===== config.mk =====
export PLATFORM = sky130hd
export DESIGN_NAME = opa_accum_array
export DESIGN_NICKNAME = d
export VERILOG_FILES = /design/src/rtl/opa_pkg.sv /design/src/rtl/opa_seq.sv /design/src/rtl/opa_mul_row.sv /design/src/rtl/opa_acc_grid.sv /design/src/rtl/opa_accum_array.sv
export SDC_FILE = /design/constraint.sdc
export NUM_CORES = 2
export LEC_CHECK = 0
export BUFFER_PORTS_ARGS = -buffer_cell sky130_fd_sc_hd__clkbuf_2
export CAP_MARGIN = 30
export CORE_MARGIN = 2
export CORE_UTILIZATION = 45
export CTS_BUF_LIST = sky130_fd_sc_hd__clkbuf_8 sky130_fd_sc_hd__clkbuf_16
export CTS_CLUSTER_DIAMETER = 120
export CTS_CLUSTER_SIZE = 8
export DETAILED_ROUTE_END_ITERATION = 12
export PLACE_DENSITY = 0.67
export SYNTH_ARGS = -nofsm -noshare
export SYNTH_HDL_FRONTEND = slang
export SYNTH_SLANG_ARGS = --single-unit

===== constraint.sdc =====
create_clock -name clk -period 24.9 [get_ports clk]
set_clock_uncertainty 0.15 [all_clocks]
set_input_delay 1.245 -clock clk [delete_from_list [all_inputs] [get_ports clk]]
set_output_delay 1.245 -clock clk [all_outputs]
set_load 0.02 [all_outputs]

===== src/rtl/opa_pkg.sv =====
package opa_pkg;

   // Width needed to sum blk full-precision dw x dw products, plus one guard bit
   // so that the unsigned variant also fits in a signed container.
   function automatic int acc_width(input int dw, input int blk);
      return 2 * dw + $clog2(blk) + 1;
   endfunction

endpackage


===== src/rtl/opa_seq.sv =====
module opa_seq #(
   parameter int DIM   = 3,
   parameter int BLOCK = 64
) (
   input  logic           clk,
   input  logic           rst_n,
   input  logic           clr,
   input  logic           vld,
   output logic           ready,
   output logic           load,
   output logic           done,
   output logic [DIM-1:0] row_en
);

   localparam int PW = (DIM > 1) ? $clog2(DIM) : 1;
   localparam int CW = $clog2(BLOCK + 1);
   localparam logic [PW-1:0] LAST_PH = PW'(DIM - 1);
   localparam logic [CW-1:0] FULL    = CW'(BLOCK);

   logic          active;
   logic [PW-1:0] phase;
   logic [CW-1:0] col_cnt;
   logic          done_q;
   logic          period_end;

   assign period_end = active && (phase == LAST_PH);
   assign ready      = !done_q && (col_cnt != FULL) && (!active || period_end);
   assign load       = vld && ready && !clr;
   assign done       = done_q;

   always_comb begin
      for (int k = 0; k < DIM; k++)
         row_en[k] = active && (phase == PW'(k));
   end

   always_ff @(posedge clk or negedge rst_n) begin
      if (!rst_n) begin
         active  <= 1'b0;
         phase   <= '0;
         col_cnt <= '0;
         done_q  <= 1'b0;
      end else if (clr) begin
         active  <= 1'b0;
         phase   <= '0;
         col_cnt <= '0;
         done_q  <= 1'b0;
      end else if (load) begin
         active  <= 1'b1;
         phase   <= '0;
         col_cnt <= col_cnt + 1'b1;
      end else if (active) begin
         if (period_end) begin
            active <= 1'b0;
            if (col_cnt == FULL)
               done_q <= 1'b1;
         end else begin
            phase <= phase + 1'b1;
         end
      end
   end


   cnt_bound_chk: assert property (@(posedge clk) disable iff (!rst_n)
      col_cnt <= FULL);


   stall_chk: assert property (@(posedge clk) disable iff (!rst_n)
      (vld && !ready && !clr) |=> $stable(col_cnt));


   done_hold_chk: assert property (@(posedge clk) disable iff (!rst_n)
      (done_q && !clr) |=> done_q);


   clr_seq_chk: assert property (@(posedge clk) disable iff (!rst_n)
      clr |=> (!done_q && col_cnt == '0 && !active));

endmodule


===== src/rtl/opa_mul_row.sv =====
module opa_mul_row #(
   parameter int DW     = 16,
   parameter int DIM    = 3,
   parameter int AW     = 39,
   parameter bit SIGNED = 1'b1
) (
   input  logic              clk,
   input  logic              rst_n,
   input  logic              load,
   input  logic [DIM*DW-1:0] a_vec,
   input  logic [DIM*DW-1:0] b_vec,
   input  logic [DIM-1:0]    row_en,
   output logic [DIM*AW-1:0] prod_flat
);

   logic [DW-1:0] a_r [DIM];
   logic [DW-1:0] b_r [DIM];
   logic [DW-1:0] a_sel;

   always_ff @(posedge clk or negedge rst_n) begin
      if (!rst_n) begin
         for (int k = 0; k < DIM; k++) begin
            a_r[k] <= '0;
            b_r[k] <= '0;
         end
      end else if (load) begin
         for (int k = 0; k < DIM; k++) begin
            a_r[k] <= a_vec[k*DW +: DW];
            b_r[k] <= b_vec[k*DW +: DW];
         end
      end
   end

   // one-hot select of the a element for the current phase
   always_comb begin
      a_sel = '0;
      for (int k = 0; k < DIM; k++)
         if (row_en[k]) a_sel = a_sel | a_r[k];
   end

   for (genvar j = 0; j < DIM; j++) begin : g_mul
      if (SIGNED) begin : g_s
         logic signed [2*DW-1:0] p;
         assign p = $signed(a_sel) * $signed(b_r[j]);
         assign prod_flat[j*AW +: AW] = {{(AW-2*DW){p[2*DW-1]}}, p};
      end else begin : g_u
         logic [2*DW-1:0] p;
         assign p = a_sel * b_r[j];
         assign prod_flat[j*AW +: AW] = {{(AW-2*DW){1'b0}}, p};
      end
   end

endmodule


===== src/rtl/opa_acc_grid.sv =====
module opa_acc_grid #(
   parameter int DIM = 3,
   parameter int AW  = 39
) (
   input  logic                  clk,
   input  logic                  rst_n,
   input  logic                  clr,
   input  logic [DIM-1:0]        row_en,
   input  logic [DIM*AW-1:0]     prod_flat,
   output logic [DIM*DIM*AW-1:0] res_flat
);

   for (genvar i = 0; i < DIM; i++) begin : g_row
      for (genvar j = 0; j < DIM; j++) begin : g_col
         logic [AW-1:0] acc;
         always_ff @(posedge clk or negedge rst_n) begin
            if (!rst_n)
               acc <= '0;
            else if (clr)
               acc <= '0;
            else if (row_en[i])
               acc <= acc + prod_flat[j*AW +: AW];
         end
         assign res_flat[(i*DIM+j)*AW +: AW] = acc;
      end
   end


   row_oh_chk: assert property (@(posedge clk) disable iff (!rst_n)
      $onehot0(row_en));

endmodule


===== src/rtl/opa_accum_array.sv =====
module opa_accum_array #(
   parameter  int DW     = 16,
   parameter  int DIM    = 3,
   parameter  int BLOCK  = 64,
   parameter  bit SIGNED = 1'b1,
   localparam int AW     = opa_pkg::acc_width(DW, BLOCK)
) (
   input  logic                  clk,
   input  logic                  rst_n,
   input  logic                  clr,
   input  logic                  col_vld,
   input  logic [DIM*DW-1:0]     col_a,
   input  logic [DIM*DW-1:0]     col_b,
   output logic                  col_rdy,
   output logic                  done,
   output logic [DIM*DIM*AW-1:0] res_flat
);

   if (DW < 2) begin : g_bad_dw
      $error("opa_accum_array: DW must be at least 2");
   end
   if (DIM < 1) begin : g_bad_dim
      $error("opa_accum_array: DIM must be at least 1");
   end
   if (BLOCK < 1) begin : g_bad_blk
      $error("opa_accum_array: BLOCK must be at least 1");
   end

   logic           load;
   logic [DIM-1:0] row_en;
   logic [DIM*AW-1:0] prod_flat;

   opa_seq #(.DIM(DIM), .BLOCK(BLOCK)) u_seq (
      .clk    (clk),
      .rst_n  (rst_n),
      .clr    (clr),
      .vld    (col_vld),
      .ready  (col_rdy),
      .load   (load),
      .done   (done),
      .row_en (row_en)
   );

   opa_mul_row #(.DW(DW), .DIM(DIM), .AW(AW), .SIGNED(SIGNED)) u_mul (
      .clk       (clk),
      .rst_n     (rst_n),
      .load      (load),
      .a_vec     (col_a),
      .b_vec     (col_b),
      .row_en    (row_en),
      .prod_flat (prod_flat)
   );

   opa_acc_grid #(.DIM(DIM), .AW(AW)) u_grid (
      .clk       (clk),
      .rst_n     (rst_n),
      .clr       (clr),
      .row_en    (row_en),
      .prod_flat (prod_flat),
      .res_flat  (res_flat)
   );


   res_stable_chk: assert property (@(posedge clk) disable iff (!rst_n)
      (done && !clr) |=> $stable(res_flat));


   res_zero_chk: assert property (@(posedge clk) disable iff (!rst_n)
      clr |=> (res_flat == '0 && !done));

endmodule


# Yosys cells after proc, flatten, opt, wreduce, memory -nomap -nowiden
# Cells that the tools add are included.
# word_totals
register_bits,458
latchBits,0
ramBits,0
romBits,0
in_bits,100
output_inout_bits,353
elab_cells,98
mem_count,0
# op_classes
add_sub_neg,11
mul,3
n_div,0
magnitude_cmp,0
n_eq_ne,6
n_shift,0
muxes,36
n_bitwise,2
n_reduce_logical,21
# op_table
operator,n
$mux W39,18
$add A39 B39 Y39,9
$mul A16 B16 Y32,3
$mux W16,3
$or A16 B16 Y16,2
$mux W7,2
$reduce_bool A2 Y1,6
$mux W1,9
$mux W2,4
$add A7 B1 Y7 const B,1
$eq A7 B7 Y1 const B,1
$logic_and A1 B1 Y1,7
$ne A7 B7 Y1 const B,1
$reduce_and A4 Y1,1
$logic_not A1 Y1,3
$ne A3 B3 Y1 const B,1
$reduce_bool A3 Y1,1
$add A2 B1 Y2 const B,1
$eq A2 B1 Y1 const B,1
$eq A2 B2 Y1 const B,1
$logic_not A2 Y1,1
$ne A2 B2 Y1 const B,1
$reduce_and A2 Y1,1
$logic_or A1 B1 Y1,1

# Depth between registers and ports, before layout
# depth
ltp_word,11
depth_mapped,48
mapped_depth_nobuf,43

# Modules after synthesis
# From an unflattened synthesis, not the netlist that was laid out.
# hier_totals
cells_unflattened,7262
hier_area_um2,65576.6
# by_module_without_submodules
module,instances,cells_each,area_per_inst_um2,seq_area_each_um2
opa_mul_row,1,3568,33594.7,2402.3
opa_acc_grid,1,3624,31298.8,8783.4
opa_seq,1,70,683.2,275.3

# Worst setup path after synthesis
# No wires, ideal clock.
# synth_timing
path_type,register to register
start,register u_seq.phase[0]
end,register u_grid.g_row[2].g_col[0].acc[38]
setup_time_ns,0.078
arrival_time_ns,10.009
required_time_ns,24.672
path_slack_ns,14.663
path_stages_with_launch,41
path_buffers,4
period_less_slack_ns,10.237
cell_sequence,dfrtp_1 -> inv_1 -> ha_1 -> and2_1 -> clkbuf_1 -> buf_1 -> a22oi_1 -> nand2_1 -> clkbuf_1 -> clkbuf_1 -> nand2_1 -> fa_1 -> inv_1 -> fa_1 -> inv_1 -> fa_1 -> inv_1 -> fa_1 -> [... 5 more ...] -> and3_1 -> and3_1 -> o211ai_1 -> nand3_1 -> a21oi_1 -> a21oi_1 -> a221o_1 -> a21oi_1 -> xnor2_1 -> ha_1 -> and3_1 -> a221oi_1 -> o21ai_1 -> a21o_1 -> a221oi_1 -> xor2_1 -> or3_1 -> a21oi_1
# synth_between
elab_chain_cells,11
word_cells_on_any_way,16
cone_classes,1 x add/sub; 1 x mul; 2 x eq/ne; 5 x mux; 2 x bitwise; 5 x reduce/logical
# synth_rtl
element,line_no,source
"start, declared",opa_seq.sv:21,logic [PW-1:0] phase;
"start signal, assigned",opa_seq.sv:57,phase <= phase + 1'b1;
$logic_not A2 Y1,opa_seq.sv:33,row_en[k] = active && (phase == PW'(k));
$logic_and A1 B1 Y1,opa_seq.sv:33,
$mux W16,opa_mul_row.sv:38,if (row_en[k]) a_sel = a_sel | a_r[k];
$or A16 B16 Y16,opa_mul_row.sv:38,
$mux W16,opa_mul_row.sv:38,
$or A16 B16 Y16,opa_mul_row.sv:38,
$mux W16,opa_mul_row.sv:38,
$mul A16 B16 Y32,opa_mul_row.sv:44,assign p = $signed(a_sel) * $signed(b_r[j]);
$add A39 B39 Y39,opa_acc_grid.sv:22,acc <= acc + prod_flat[j*AW +: AW];
$mux W39,opa_acc_grid.sv:21,else if (row_en[i])
$mux W39,opa_acc_grid.sv:19,else if (clr)
"end signal, assigned",opa_acc_grid.sv:22,
"end, declared",opa_acc_grid.sv:15,logic [AW-1:0] acc;
# Several ways; a longest one is shown, not always the timed one. The select of a mux whose other input is x is not followed.
# A chain may end at the register's enable or synchronous reset.

# Worst setup path after layout
# layout_timing
start,register u_seq.phase[0]
end,register u_grid.g_row[2].g_col[1].acc[38]
# layout_between
elab_chain_cells,11
word_cells_on_any_way,16
cone_classes,1 x add/sub; 1 x mul; 2 x eq/ne; 5 x mux; 2 x bitwise; 5 x reduce/logical
# layout_rtl
element,line_no
$logic_not A2 Y1,opa_seq.sv:33
$logic_and A1 B1 Y1,opa_seq.sv:33
$mux W16,opa_mul_row.sv:38
$or A16 B16 Y16,opa_mul_row.sv:38
$mux W16,opa_mul_row.sv:38
$or A16 B16 Y16,opa_mul_row.sv:38
$mux W16,opa_mul_row.sv:38
$mul A16 B16 Y32,opa_mul_row.sv:44
$add A39 B39 Y39,opa_acc_grid.sv:22
$mux W39,opa_acc_grid.sv:21
$mux W39,opa_acc_grid.sv:19
"end signal, assigned",opa_acc_grid.sv:22
"end, declared",opa_acc_grid.sv:15
# Several ways; a longest one is shown, not always the timed one. The select of a mux whose other input is x is not followed.

==> flow_summary.toml <==
[clock_network]
cts_resized = 0
cts_num_sinks = 458
clk-insertion-delay-late_ps = 670
cts_setup_buffers = 0
hold_buffers = 0
cts_buffers = 68
cts_buffer_depth = 3
cts.clk_slew.worst_paths_ps = 50
htreeDepth = 3
cts_tree = "yes"
cts-root-buf = "clkbuf_16"

[timing]
worstMarginPinSlew_ps = 1034
final_max_slew_viol_count = 0
maxSlewHeadroom_pct = 30.57
setup_viol = 0
max_freq_mhz = 85.06
hold_ws_ps = 353.1
finalHoldViolations = 0
fin_crit_ps = 11760
fin_crit_sh_pct = 47.21
rsz0062_at_grt = "false"
fin_setup_tns_ps = 0
setup_slack_ps = 13140

[logic_synthesis]
synthTopCellsByCount = "1026 x nand2_1, 962 x inv_1, 795 x fa_1, 621 x a21oi_1, 593 x ha_1"
synth_top_area_share_pct = 25.24
ys_seq_elements = 458
async_reset_ff_share_pct = 100.0
synth_nets = 8686
seq_area_frac_synth_pct = 18.17
yosysTopAreaCell = "fa_1"
yosysMostFrequentCell = "nand2_1"
synth_cell_types = 85
synth_area_leaders = "fa_1 25%, dfrtp_1 18%, ha_1 12%, nand2_1 6.1%, inv_1 5.7%"
syn_inst = 7198
synth_warnings = 0
synth_ff_type = "dfrtp_1"
synth_area_per_cell_um2 = 8.761
netlist_area_um2 = 63060
synth_edf_count = 0

[job]
max_cap_viol_count = 0

[global_route]
grt_antenna_before_repair = 8
grt-ovfl-total = 0
grt_pass1_vias = 53060
grt_start_max_net_pins = 157
grt_pass1_wl_um = 298700
grt_usage_pct = 26.67

[placed_design]
hpwl_um = 146400
place_ws_ps = 13290
port-buffer-count = 452
globalplace.congestion = 0.9394

[outcome]
status = "finished clean"

[min_path]
min_path_type = "register to register"
min_to = "u_mul.a_r[15]"
hold_start = "u_mul.a_r[15]"
min_path_cells = 1

[floorplan]
dieHeight_um = 378.3
fp.dieW_um = 378.3
start_util_pct = 45.25
dieArea_um2 = 143100
io_pins = 453
rows = 137
coreArea_um2 = 139400

[worst_setup_path]
critPathArrivalTime_ps = 12140
path_common_cell = "fa_1"
critPathBufInv = 7
r2r_start = "u_seq.phase[0]"
critical_path_class = "register to register"
slowest_delay_ps = 550
critPathTopFamily = "adder cells"
cp.required_ps = 25290
cp-start-kind = "register"
critPathMaxFanout = 41
critPathSlowestCell = "buf_4"
r2r_slack_ps = 13140
worstReg2RegEnd = "u_grid.g_row[2].g_col[1].acc[38]"
cp-end-kind = "register"
rr_worst_depth = 42

[route]
vias_per_cell = 5.552
vias = 52130
drc_errors = 0
ant_nets = 0
wl_per_cell_um = 20.18
wl_um = 189500
firstDrtPassIters = 6
dr.first_iter.drc_count = 3183

[layout]
fillers = 13240
area_growth_pct = 9.461
drive_gt1_share_pct = 9.614
multi_input_area_um2 = 47010
seq_area_um2 = 11460
final_nets = 8989
utilization_pct = 49.53
[flip-flops by register name, indices dropped and copies added, names as in the netlist]
name and cells:
u_seq.phase 2, u_mul.b_r 48, u_seq.active 1, u_seq.col_cnt 7, u_grid.g_row.g_col.acc 351, u_seq.done 1, u_mul.a_r 48
[kinds of logic (layout without fill, tap and decap cells)]
logic type / count (synthesis) / after routing / share of synthesized area (%)
AO/OA/AOI/OAI: 1443 / 1443 / 14.32
multiplexers: 98 / 98 / 1.740
buffers and inverters: 1237 / 1549 / 7.365
XOR/XNOR: 374 / 374 / 5.195
flip-flops: 458 / 458 / 18.17
adder cells (fa/ha/maj): 1388 / 1388 / 37.00
AND/OR/NAND/NOR: 2200 / 2200 / 16.20
other: 0 / 4 / 0
[routing by layer]
metal,track usage (%),wire length (µm),part of all wire (%)
met5,0,83,0.044
met4,13.16,10360,5.5
met3,4.578,12110,6.4
met2,44.58,90800,48
met1,33.29,76160,40
[area by class of cell]
cell class	instances	area share [%]
Multi-Input combinational cell	5503	68.11
Sequential cell	458	16.60
Inverter	962	5.231
Timing Repair Buffer	508	3.963
Tap cell	1876	3.401
Clock buffer	71	2.558
Clock inverter	8	0.1178
Antenna cell	4	0.01450
[placed cells by master, fill, tap and decap left out, types with 12 or more instances in the layout]
cell / netlist / final
o21a_1: 75 / 75
nand2_1: 1026 / 1019
nor3_1: 63 / 63
o21ai_1: 39 / 39
ha_1: 593 / 593
clkbuf_2: 0 / 450
xnor2_1: 266 / 264
clkbuf_16: 0 / 70
nor2b_1: 54 / 54
and2_1: 401 / 398
buf_4: 0 / 54
a2111oi_0: 12 / 12
nand3_1: 72 / 72
or3_1: 27 / 27
o211ai_1: 16 / 16
o21bai_1: 67 / 67
and3_1: 39 / 38
xor2_1: 108 / 108
a31oi_1: 24 / 24
a211o_1: 15 / 15
a311oi_1: 14 / 14
fa_1: 795 / 795
nand4_1: 33 / 33
nand2b_1: 54 / 54
a22oi_1: 16 / 16
inv_1: 962 / 965
nor2_1: 359 / 359
mux2_2: 93 / 93
a21oi_1: 621 / 621
a211oi_1: 50 / 50
o21ai_0: 161 / 161
dfrtp_1: 458 / 458
o31ai_1: 20 / 20
a21o_1: 202 / 202
nor4_1: 12 / 12
[per-stage QoR]
step | cell area (µm²) | cells
final | 69030 | 9390
after floorplan | 63060 | 7198
after global routing | 69020 | 9387
after CTS | 69010 | 9386
after detailed placement | 67170 | 9307
after global placement | 67130 | 9305
[worst max-delay path by stage]
stage / depth (start not counted) / end / startpoint / slack (ps)
floorplan: 40 / u_grid.g_row[2].g_col[0].acc[38] / u_seq.phase[0] / 14660
global placement: 41 / u_grid.g_row[2].g_col[1].acc[38] / u_seq.phase[1] / 13260
detailed placement: 43 / u_grid.g_row[2].g_col[1].acc[38] / u_seq.phase[1] / 13290
CTS: 43 / u_grid.g_row[2].g_col[1].acc[38] / u_seq.phase[1] / 13240
global route: 41 / u_grid.g_row[2].g_col[1].acc[38] / u_seq.phase[1] / 12340
finish: 42 / u_grid.g_row[2].g_col[1].acc[38] / u_seq.phase[0] / 13140
Power is left out: the tool's default activity adds up to more than one toggle a clock period on the data nets, which glitch-free logic cannot reach.
